[src/rtl/pwm_shd_pkg.sv]
package pwm_shd_pkg;

  localparam int SEL_W = 3;
  localparam int NREG  = 6;
  localparam int MTX_W = 8;

  typedef enum logic [SEL_W-1:0] {
    SEL_RA   = 3'd0,
    SEL_RB   = 3'd1,
    SEL_SA   = 3'd2,
    SEL_SB   = 3'd3,
    SEL_MTX  = 3'd4,
    SEL_CFG  = 3'd5,
    SEL_CTRL = 3'd6,
    SEL_NONE = 3'd7
  } sel_e;

  typedef enum logic [1:0] {
    MODE_ONE_RAMP  = 2'b00,
    MODE_TWO_RAMP  = 2'b01,
    MODE_FOUR_RAMP = 2'b10,
    MODE_CENTRE    = 2'b11
  } mode_e;

  localparam int CFG_MODE_LO = 0;
  localparam int CFG_POL     = 2;
  localparam int CFG_MEN     = 3;

  localparam int CTRL_MAN  = 0;
  localparam int CTRL_AUTO = 1;

endpackage

[src/rtl/pwm_shd_regbank.sv]
module pwm_shd_regbank
  import pwm_shd_pkg::*;
#(
  parameter int DW = 8
) (
  input  logic                      clk,
  input  logic                      rst_n,
  input  logic                      wr_en,
  input  logic [SEL_W-1:0]          wr_sel,
  input  logic [DW-1:0]             wr_data,
  input  logic                      direct,
  input  logic                      xfer,
  output logic [NREG-1:0][DW-1:0]   shd_vec,
  output logic [NREG-1:0][DW-1:0]   act_vec
);

  for (genvar i = 0; i < NREG; i++) begin : g_reg
    logic hit;
    assign hit = wr_en && (wr_sel == SEL_W'(i));

    always_ff @(posedge clk or negedge rst_n) begin
      if (!rst_n) begin
        shd_vec[i] <= '0;
      end else if (hit) begin
        shd_vec[i] <= wr_data;
      end
    end

    // a write that passes straight through wins over a bulk copy
    always_ff @(posedge clk or negedge rst_n) begin
      if (!rst_n) begin
        act_vec[i] <= '0;
      end else if (hit && direct) begin
        act_vec[i] <= wr_data;
      end else if (xfer) begin
        act_vec[i] <= shd_vec[i];
      end
    end
  end

endmodule

[src/rtl/pwm_shd_policy.sv]
module pwm_shd_policy
  import pwm_shd_pkg::*;
(
  input  logic             clk,
  input  logic             rst_n,
  input  logic             wr_en,
  input  logic [SEL_W-1:0] wr_sel,
  input  logic [1:0]       ctrl_bits,
  input  logic             cyc_end,
  output logic             lock_man,
  output logic             lock_auto,
  output logic             rb_last,
  output logic             direct,
  output logic             xfer_auto,
  output logic             xfer_rel,
  output logic             xfer
);

  logic wr_ctrl;
  logic wr_shadow;
  logic wr_rb;
  logic rel_pend;

  assign wr_ctrl   = wr_en && (wr_sel == SEL_CTRL);
  assign wr_shadow = wr_en && (wr_sel < SEL_W'(NREG));
  assign wr_rb     = wr_en && (wr_sel == SEL_RB);

  always_ff @(posedge clk or negedge rst_n) begin
    if (!rst_n) begin
      lock_man  <= 1'b0;
      lock_auto <= 1'b0;
    end else if (wr_ctrl) begin
      lock_man  <= ctrl_bits[CTRL_MAN];
      lock_auto <= ctrl_bits[CTRL_AUTO];
    end
  end

  // one-clock marker: a set manual hold has just been cleared
  always_ff @(posedge clk or negedge rst_n) begin
    if (!rst_n) begin
      rel_pend <= 1'b0;
    end else begin
      rel_pend <= wr_ctrl && lock_man && !ctrl_bits[CTRL_MAN];
    end
  end

  always_ff @(posedge clk or negedge rst_n) begin
    if (!rst_n) begin
      rb_last <= 1'b0;
    end else if (wr_shadow) begin
      rb_last <= wr_rb;
    end else if (xfer_auto) begin
      rb_last <= 1'b0;
    end
  end

  assign direct    = !lock_man && !lock_auto;
  assign xfer_auto = lock_auto && cyc_end && rb_last;
  assign xfer_rel  = rel_pend && !lock_auto;
  assign xfer      = xfer_auto || xfer_rel;

endmodule

[src/rtl/pwm_shd_cycle.sv]
module pwm_shd_cycle #(
  parameter int DW = 8
) (
  input  logic          clk,
  input  logic          rst_n,
  input  logic          run,
  input  logic [DW-1:0] per,
  input  logic [DW-1:0] ra,
  input  logic [DW-1:0] sa,
  input  logic [DW-1:0] sb,
  output logic [DW-1:0] cnt,
  output logic          cyc_end,
  output logic          raw_a,
  output logic          raw_b
);

  function automatic logic [DW-1:0] f_next(input logic [DW-1:0] c,
                                           input logic [DW-1:0] p);
    return (c == p) ? '0 : c + 1'b1;
  endfunction

  function automatic logic f_window(input logic [DW-1:0] c,
                                    input logic [DW-1:0] lo,
                                    input logic [DW-1:0] hi);
    return (c >= lo) && (c < hi);
  endfunction

  always_ff @(posedge clk or negedge rst_n) begin
    if (!rst_n) begin
      cnt <= '0;
    end else if (run) begin
      cnt <= f_next(cnt, per);
    end
  end

  assign cyc_end = run && (cnt == per);
  assign raw_a   = f_window(cnt, sa, ra);
  assign raw_b   = (cnt >= sb);

endmodule

[src/rtl/pwm_shd_drive.sv]
module pwm_shd_drive
  import pwm_shd_pkg::*;
(
  input  logic             raw_a,
  input  logic             raw_b,
  input  logic             pol,
  input  logic             men,
  input  logic [MTX_W-1:0] mtx,
  output logic             out_a,
  output logic             out_b
);

  // returns {b, a}
  function automatic logic [1:0] f_route(input logic a, input logic b,
                                         input logic p, input logic m_en,
                                         input logic [MTX_W-1:0] m);
    logic [1:0] k;
    k = {a, b};
    if (m_en) begin
      return {m[{1'b1, k}], m[{1'b0, k}]};
    end
    return p ? {b, a} : {~b, ~a};
  endfunction

  logic [1:0] drv;
  assign drv   = f_route(raw_a, raw_b, pol, men, mtx);
  assign out_a = drv[0];
  assign out_b = drv[1];

endmodule

[src/rtl/pwm_shd_ctrl.sv]
module pwm_shd_ctrl
  import pwm_shd_pkg::*;
#(
  parameter int DW = 8
) (
  input  logic             clk,
  input  logic             rst_n,
  input  logic             wr_en,
  input  logic [SEL_W-1:0] wr_sel,
  input  logic [DW-1:0]    wr_data,
  input  logic             run,
  output logic [DW-1:0]    cnt,
  output logic             cyc_end,
  output logic             out_a,
  output logic             out_b,
  output logic [DW-1:0]    act_ra,
  output logic [DW-1:0]    act_rb,
  output logic [DW-1:0]    act_sa,
  output logic [DW-1:0]    act_sb,
  output logic [DW-1:0]    act_mtx,
  output logic [DW-1:0]    act_cfg
);

  logic [NREG-1:0][DW-1:0] shd_vec;
  logic [NREG-1:0][DW-1:0] act_vec;
  logic lock_man;
  logic lock_auto;
  logic rb_last;
  logic direct;
  logic xfer_auto;
  logic xfer_rel;
  logic xfer;
  logic raw_a;
  logic raw_b;
  logic pol;
  logic men;
  logic [MTX_W-1:0] mtx;

  pwm_shd_policy u_policy (
    .clk       (clk),
    .rst_n     (rst_n),
    .wr_en     (wr_en),
    .wr_sel    (wr_sel),
    .ctrl_bits (wr_data[1:0]),
    .cyc_end   (cyc_end),
    .lock_man  (lock_man),
    .lock_auto (lock_auto),
    .rb_last   (rb_last),
    .direct    (direct),
    .xfer_auto (xfer_auto),
    .xfer_rel  (xfer_rel),
    .xfer      (xfer)
  );

  pwm_shd_regbank #(.DW(DW)) u_bank (
    .clk     (clk),
    .rst_n   (rst_n),
    .wr_en   (wr_en),
    .wr_sel  (wr_sel),
    .wr_data (wr_data),
    .direct  (direct),
    .xfer    (xfer),
    .shd_vec (shd_vec),
    .act_vec (act_vec)
  );

  pwm_shd_cycle #(.DW(DW)) u_cycle (
    .clk     (clk),
    .rst_n   (rst_n),
    .run     (run),
    .per     (act_vec[SEL_RB]),
    .ra      (act_vec[SEL_RA]),
    .sa      (act_vec[SEL_SA]),
    .sb      (act_vec[SEL_SB]),
    .cnt     (cnt),
    .cyc_end (cyc_end),
    .raw_a   (raw_a),
    .raw_b   (raw_b)
  );

  assign pol = act_vec[SEL_CFG][CFG_POL];
  assign men = act_vec[SEL_CFG][CFG_MEN];
  assign mtx = act_vec[SEL_MTX][MTX_W-1:0];

  pwm_shd_drive u_drive (
    .raw_a (raw_a),
    .raw_b (raw_b),
    .pol   (pol),
    .men   (men),
    .mtx   (mtx),
    .out_a (out_a),
    .out_b (out_b)
  );

  assign act_ra  = act_vec[SEL_RA];
  assign act_rb  = act_vec[SEL_RB];
  assign act_sa  = act_vec[SEL_SA];
  assign act_sb  = act_vec[SEL_SB];
  assign act_mtx = act_vec[SEL_MTX];
  assign act_cfg = act_vec[SEL_CFG];

endmodule

[config.mk]
export PLATFORM = sky130hd
export DESIGN_NAME = pwm_shd_ctrl
export DESIGN_NICKNAME = d
export VERILOG_FILES = /design/src/rtl/pwm_shd_pkg.sv /design/src/rtl/pwm_shd_regbank.sv /design/src/rtl/pwm_shd_policy.sv /design/src/rtl/pwm_shd_cycle.sv /design/src/rtl/pwm_shd_drive.sv /design/src/rtl/pwm_shd_ctrl.sv
export SDC_FILE = /design/constraint.sdc
export NUM_CORES = 1
export LEC_CHECK = 0
export ABC_AREA = 1
export CORE_MARGIN = 2
export CORE_UTILIZATION = 56
export DETAILED_ROUTE_END_ITERATION = 10
export HOLD_SLACK_MARGIN = 0.03
export MAX_ROUTING_LAYER = met4
export PLACE_DENSITY = 0.89
export SYNTH_ARGS = -nofsm -noshare
export SYNTH_HDL_FRONTEND = slang
export SYNTH_HIERARCHICAL = 1
export SYNTH_SLANG_ARGS = --single-unit
[constraint.sdc]
create_clock -name clk -period 2.7 [get_ports clk]
set_input_delay 0.27 -clock clk [delete_from_list [all_inputs] [get_ports clk]]
set_output_delay 0.27 -clock clk [all_outputs]
set_load 0.02 [all_outputs]
==> results_dict.tcl, run 1 <==
set metrics [dict create \
    slowest_stage "dfrtp_1" \
    final_hold_viol_count 0 \
    clockBufferDepth 2 \
    clk_root_buffer_cell "clkbuf_8" \
    num_antenna_cells 0 \
    irDropWorstVdd_mv 0.5198 \
    io_buffers 73 \
    viasPerCell 5.679 \
    start_kind "flip-flop" \
    antenna_found_initial 0 \
    min_period_ns 2.553 \
    final.setup.tns_ns 0 \
    syn_area_um2 5966 \
    vias 5651 \
    fp-row-count 37 \
    overflow 0 \
    clk_latency_ns 0.36 \
    synth_nets 814 \
    start_util 0.5779 \
    cts_buffers 9 \
    clk_pin_slew_ns 0.10 \
    grt_pass1_wl_um 25760 \
    dp_hpwl_um 10990 \
    gp_congestion 0.9264 \
    die_h_um 107.2 \
    critPathKind "flip-flop to output port" \
    fin_util 0.6878 \
    cpPeakStageDelay_ns 0.41 \
    pin_count 74 \
    layout-drive-gt1-share 0.1036 \
    rsz0062_at_grt "yes" \
    routed_wl_um 16030 \
    status "completed" \
    drv_cap 0 \
    setup_viol 0 \
    mostFrequentLayoutCells "nand2_1 (288), nand3_1 (120), dfrtp_1 (107)" \
    crit_path_cell_trace "inv_1, ha_1, nand2_1, inv_1, nand2_1, nand2_1, nand2_1, nand2_1, nor2_1, nor2_1, buf_4, xnor2_1, nand2_1, nand2_1, buf_4" \
    fin_nets 894 \
    synth_warnings 6 \
    drcViolationCount 0 \
    first_global_vias 5149 \
    dr.pass1.iters 6 \
    period_share 0.9456 \
    cp_common_cell "nand2_1" \
    worst_slack_ns 0.1468 \
    synthCells 775 \
    ant_nets 0 \
    syn_area_per_cell_um2 7.698 \
    drv_slew 0 \
    clock.fmax_mhz 391.7 \
    hold_path_class "input pin to async pin" \
    power.leakage_nw 3.743 \
    clock-sinks 108 \
    fin_worst_skew_ns 0.01339 \
    required_ns 2.43 \
    grt_max_degree 66 \
    die-area_um2 11500 \
    cts_tree "yes" \
    cp-end-kind "output port" \
    final_common_cell "nand2_1" \
    power-per-cell-area_nw_per_um2 869.8 \
    post_dp_cell_area_um2 6870 \
    fp.dieW_um 107.2 \
    design_area_um2 7101 \
    worst_pin_slew_ns 0.5823 \
    place_ws_ns 0.07496 \
    core_um2 10320 \
    worstPathArrival_ns 2.28 \
    cts_max_level 3 \
    drt_iter0_markers 764 \
    max_slew_margin 0.6118 \
    area_growth_pct 19.02 \
    wire_per_inst_um 16.11 \
    crit_path_max_fanout 4 \
    grtUsageTotal 0.2949 \
]
## registers in the layout, summed over array words and instances, names as in the netlist
name and cells:
u_policy/rel_pend 1, u_cycle/cnt 8, u_policy/lock_auto 1, u_bank/shd_vec 48
u_policy/lock_man 1, u_bank/act_vec 48, u_policy/rb_last 1
## worst max-delay path: cells and delay by family (launching register included)
family | cells | cell delay [ns]
fa+ha+maj | 1 | 0.28
flops | 1 | 0.41
simple gates | 9 | 0.65
xor+xnor | 1 | 0.17
buf+inv | 4 | 0.42
## through the flow
stage               hold WS (ns)  cells  total power [mW]
floorplan               -0.02559    775             3.946
global placement          0.3063    977             5.003
detailed placement        0.3031    977             5.104
CTS                       0.4479    993             6.124
global route              0.4721    995             6.579
finish                    0.4347    995             6.176
## what timing repair did
item	in CTS	in global routing
setup buffers	0	2
gates cloned	0	0
endpoints found under the setup margin	2	3
endpoints found under the hold margin	43	0
gates resized for setup	6	7
hold buffers	1	0
pin swaps	0	2
## area by class of cell
type / instances / area, um2
fill: 776 / 3223
multi-input combinational: 550 / 2768
sequential: 108 / 2704
timing repair buffer: 96 / 923.4
inverter: 90 / 337.8
tap: 136 / 170.2
clock buffer: 10 / 137.6
clock inverter: 5 / 60.06
## report_power, final
group | internal (mW) | switching, mW
registers | 1.99 | 0.333
clock network | 0.453 | 0.546
logic | 1.23 | 1.63
total | 3.67 | 2.50
## per-layer routing
metal,share of wire,vias to the layer above,track usage
met1,0.39,2653,0.3950
met5,0,-,-
met4,0.032,0,0.1076
met2,0.48,339,0.4580
met3,0.090,47,0.04620
li1,-,2612,-
## path summary, 6_finish.rpt
| kind | endpoint | cells after the start | start | slack (ns) |
|---|---|---|---|---|
| max | out_a | 15 | u_bank/act_vec[19]$_DFFE_PN0P_ | 0.15 |
| min | u_bank/shd_vec[44]$_DFFE_PN0P_ | 2 | rst_n | 0.43 |
| max reg2reg | u_bank/act_vec[22]$_DFFE_PN0P_ | 15 | u_cycle/cnt[5]$_DFFE_PN0P_ | 0.38 |
| min reg2reg | u_bank/shd_vec[16]$_DFFE_PN0P_ | 2 | u_bank/shd_vec[16]$_DFFE_PN0P_ | 0.49 |
| max in group asynchronous | u_bank/act_vec[31]$_DFFE_PN0P_ | 3 | rst_n | 1.52 |
| min in group clk | u_bank/shd_vec[16]$_DFFE_PN0P_ | 2 | u_bank/shd_vec[16]$_DFFE_PN0P_ | 0.49 |
Power figures use the tool's default switching activity.
==> run 2: changes to the inputs <==
CORE_MARGIN = unset   (was 2)
CTS_CLUSTER_DIAMETER = 100   (was unset)
==> run 2 against run 1 <==
Net effect: final area fell by 0.92%; via count fell by 2.4%; wire length down 2.9%; first-iteration DRC count is 13% lower; die area is 3.7% lower; largest cell class unchanged.
==> results_dict.tcl, run 2 (synthesis results as in run 1) <==
set metrics [dict create \
    status "completed" \
    clk_root_buffer_cell "clkbuf_8" \
    final_hold_viol_count 0 \
    crit_path_max_fanout 4 \
    vias 5514 \
    r2r_slack_ns 0.27 \
    grtUsageTotal 0.3027 \
    grt_max_degree 65 \
    clk_latency_ns 0.37 \
    gp_congestion 0.9318 \
    drv_cap 0 \
    setup_viol 0 \
    reg_top3 "u_bank/act_vec x48, u_bank/shd_vec x48, u_cycle/cnt x8" \
    fp-row-count 37 \
    fin_worst_skew_ns 0.01368 \
    max_slew_margin 0.6793 \
    irDropWorstVdd_mv 0.4798 \
    dp_hpwl_um 11020 \
    min_period_ns 2.506 \
    dr.pass1.iters 7 \
    area_growth_pct 17.93 \
    seqCellArea_um2 2703 \
    critPathKind "flip-flop to output port" \
    worstReg2RegStart "u_cycle/cnt[1]$_DFFE_PN0P_" \
    clock-sinks 108 \
    drv_slew 0 \
    viasPerCell 5.575 \
    rsz0062_at_grt "no" \
    final_common_cell "nand2_1" \
    cts_max_level 3 \
    clockBufferDepth 2 \
    required_ns 2.43 \
    fill_cells 815 \
    die-area_um2 11070 \
    final.setup.tns_ns 0 \
    io_buffers 73 \
    design_area_um2 7036 \
    hold_path_class "input pin to async pin" \
    r2r.worst_path.cells 14 \
    antenna_found_initial 0 \
    worstPathArrival_ns 2.24 \
    ant_nets 0 \
    mostFrequentLayoutCells "nand2_1 (288), nand3_1 (120), dfrtp_1 (108)" \
    power.leakage_nw 3.709 \
    layout-drive-gt1-share 0.09496 \
    routed_wl_um 15570 \
    start_kind "flip-flop" \
    clk_pin_slew_ns 0.10 \
    grt_pass1_wl_um 25630 \
    startpoint "u_cycle/cnt[3]$_DFFE_PN0P_" \
    power-per-cell-area_nw_per_um2 864.6 \
    cts_tree "yes" \
    pin_count 74 \
    clock.fmax_mhz 399.1 \
    multi_input_area_um2 2768 \
    num_antenna_cells 0 \
    fin_nets 887 \
    wire_per_inst_um 15.74 \
    first_global_vias 5066 \
    drcViolationCount 0 \
    worstReg2RegEnd "u_bank/act_vec[13]$_DFFE_PN0P_" \
    post_cts_buffers 0 \
    cts_buffers 9 \
    post_dp_cell_area_um2 6820 \
    start_util 0.5779 \
    core_um2 10320 \
    drt_iter0_markers 667 \
    worst_pin_slew_ns 0.4781 \
    cp-end-kind "output port" \
    die_h_um 105.2 \
    fin_hold_ws_ns 0.3086 \
    fp.dieW_um 105.2 \
    period_share 0.9280 \
    overflow 0 \
]
-- run 2: cell types whose count changed in the layout (fill, tap and decap cells not counted) --
cell / change
buf_4: -7
dfrtp_2: -1
clkbuf_2: +1
clkbuf_1: +1
buf_12: -1
dfrtp_1: +1
-- run 2: worst max-delay path: stages, from the launching register on --
cell and delay (ns):
dfrtp_1 0.45, ha_1 0.32, nand2_1 0.06, inv_1 0.07, nand3_1 0.10, nor3_1 0.15
nor2_1 0.07, nor2_1 0.09, buf_4 0.15, inv_1 0.05, nand3_1 0.07, nand2_1 0.05
nand2_1 0.05, nand2_1 0.05, clkbuf_2 0.14
-- run 2: how the worst max path moves through the flow --
| stage | to | cells after the start | slack, ns |
|---|---|---|---|
| floorplan | u_bank/act_vec[9]$_DFFE_PN0P_ | 12 | 0.44 |
| global placement | out_a | 11 | 0.20 |
| detailed placement | out_a | 15 | 0.15 |
| CTS | out_a | 12 | 0.003 |
| global route | out_a | 14 | 0.06 |
| finish | out_b | 14 | 0.19 |
-- run 2: cell type report --
| type | count | area share |
|---|---|---|
| Clock buffer | 11 | 0.02010 |
| Clock inverter | 5 | 0.008536 |
| Inverter | 90 | 0.04802 |
| Multi-Input combinational cell | 550 | 0.3934 |
| Sequential cell | 108 | 0.3841 |
| Tap cell | 136 | 0.02419 |
| Timing Repair Buffer | 89 | 0.1216 |
-- run 2: report_power, final --
part           total (mW)  internal, mW  leakage (nW)  switching (mW)
combinational        2.75          1.18          2.28            1.57
clock               0.996         0.458        0.0999           0.538
sequential           2.34          1.99          1.33           0.348
total                6.08          3.63          3.71            2.45
-- run 2: metal layers --
metal	track usage	routed length, um	vias up
li1	-	-	2598
met1	0.4097	6562	2579
met2	0.4601	7334	298
met3	0.05257	1242	39
met4	0.1117	427	0
met5	-	0	-
-- run 2: per-stage QoR --
step | cells | util | setup WS [ns] | power [mW]
2_1_floorplan | 775 | - | 0.4360 | 3.946
3_3_place_gp | 972 | 0.6606 | 0.2004 | 4.973
3_5_place_dp | 972 | 0.6606 | 0.1494 | 5.080
4_1_cts | 989 | 0.6811 | 0.003380 | 6.056
5_1_grt | 989 | 0.6815 | 0.05846 | 6.479
6_report | 989 | 0.6815 | 0.1943 | 6.083
-- run 2: what timing repair did --
action | in CTS | in global routing
hold buffers | 1 | 0
endpoints found under the hold margin | 18 | 0
endpoints found under the setup margin | 2 | 3
gates resized for setup | 3 | 7
pin swaps | 0 | 1
cloned | 0 | 0
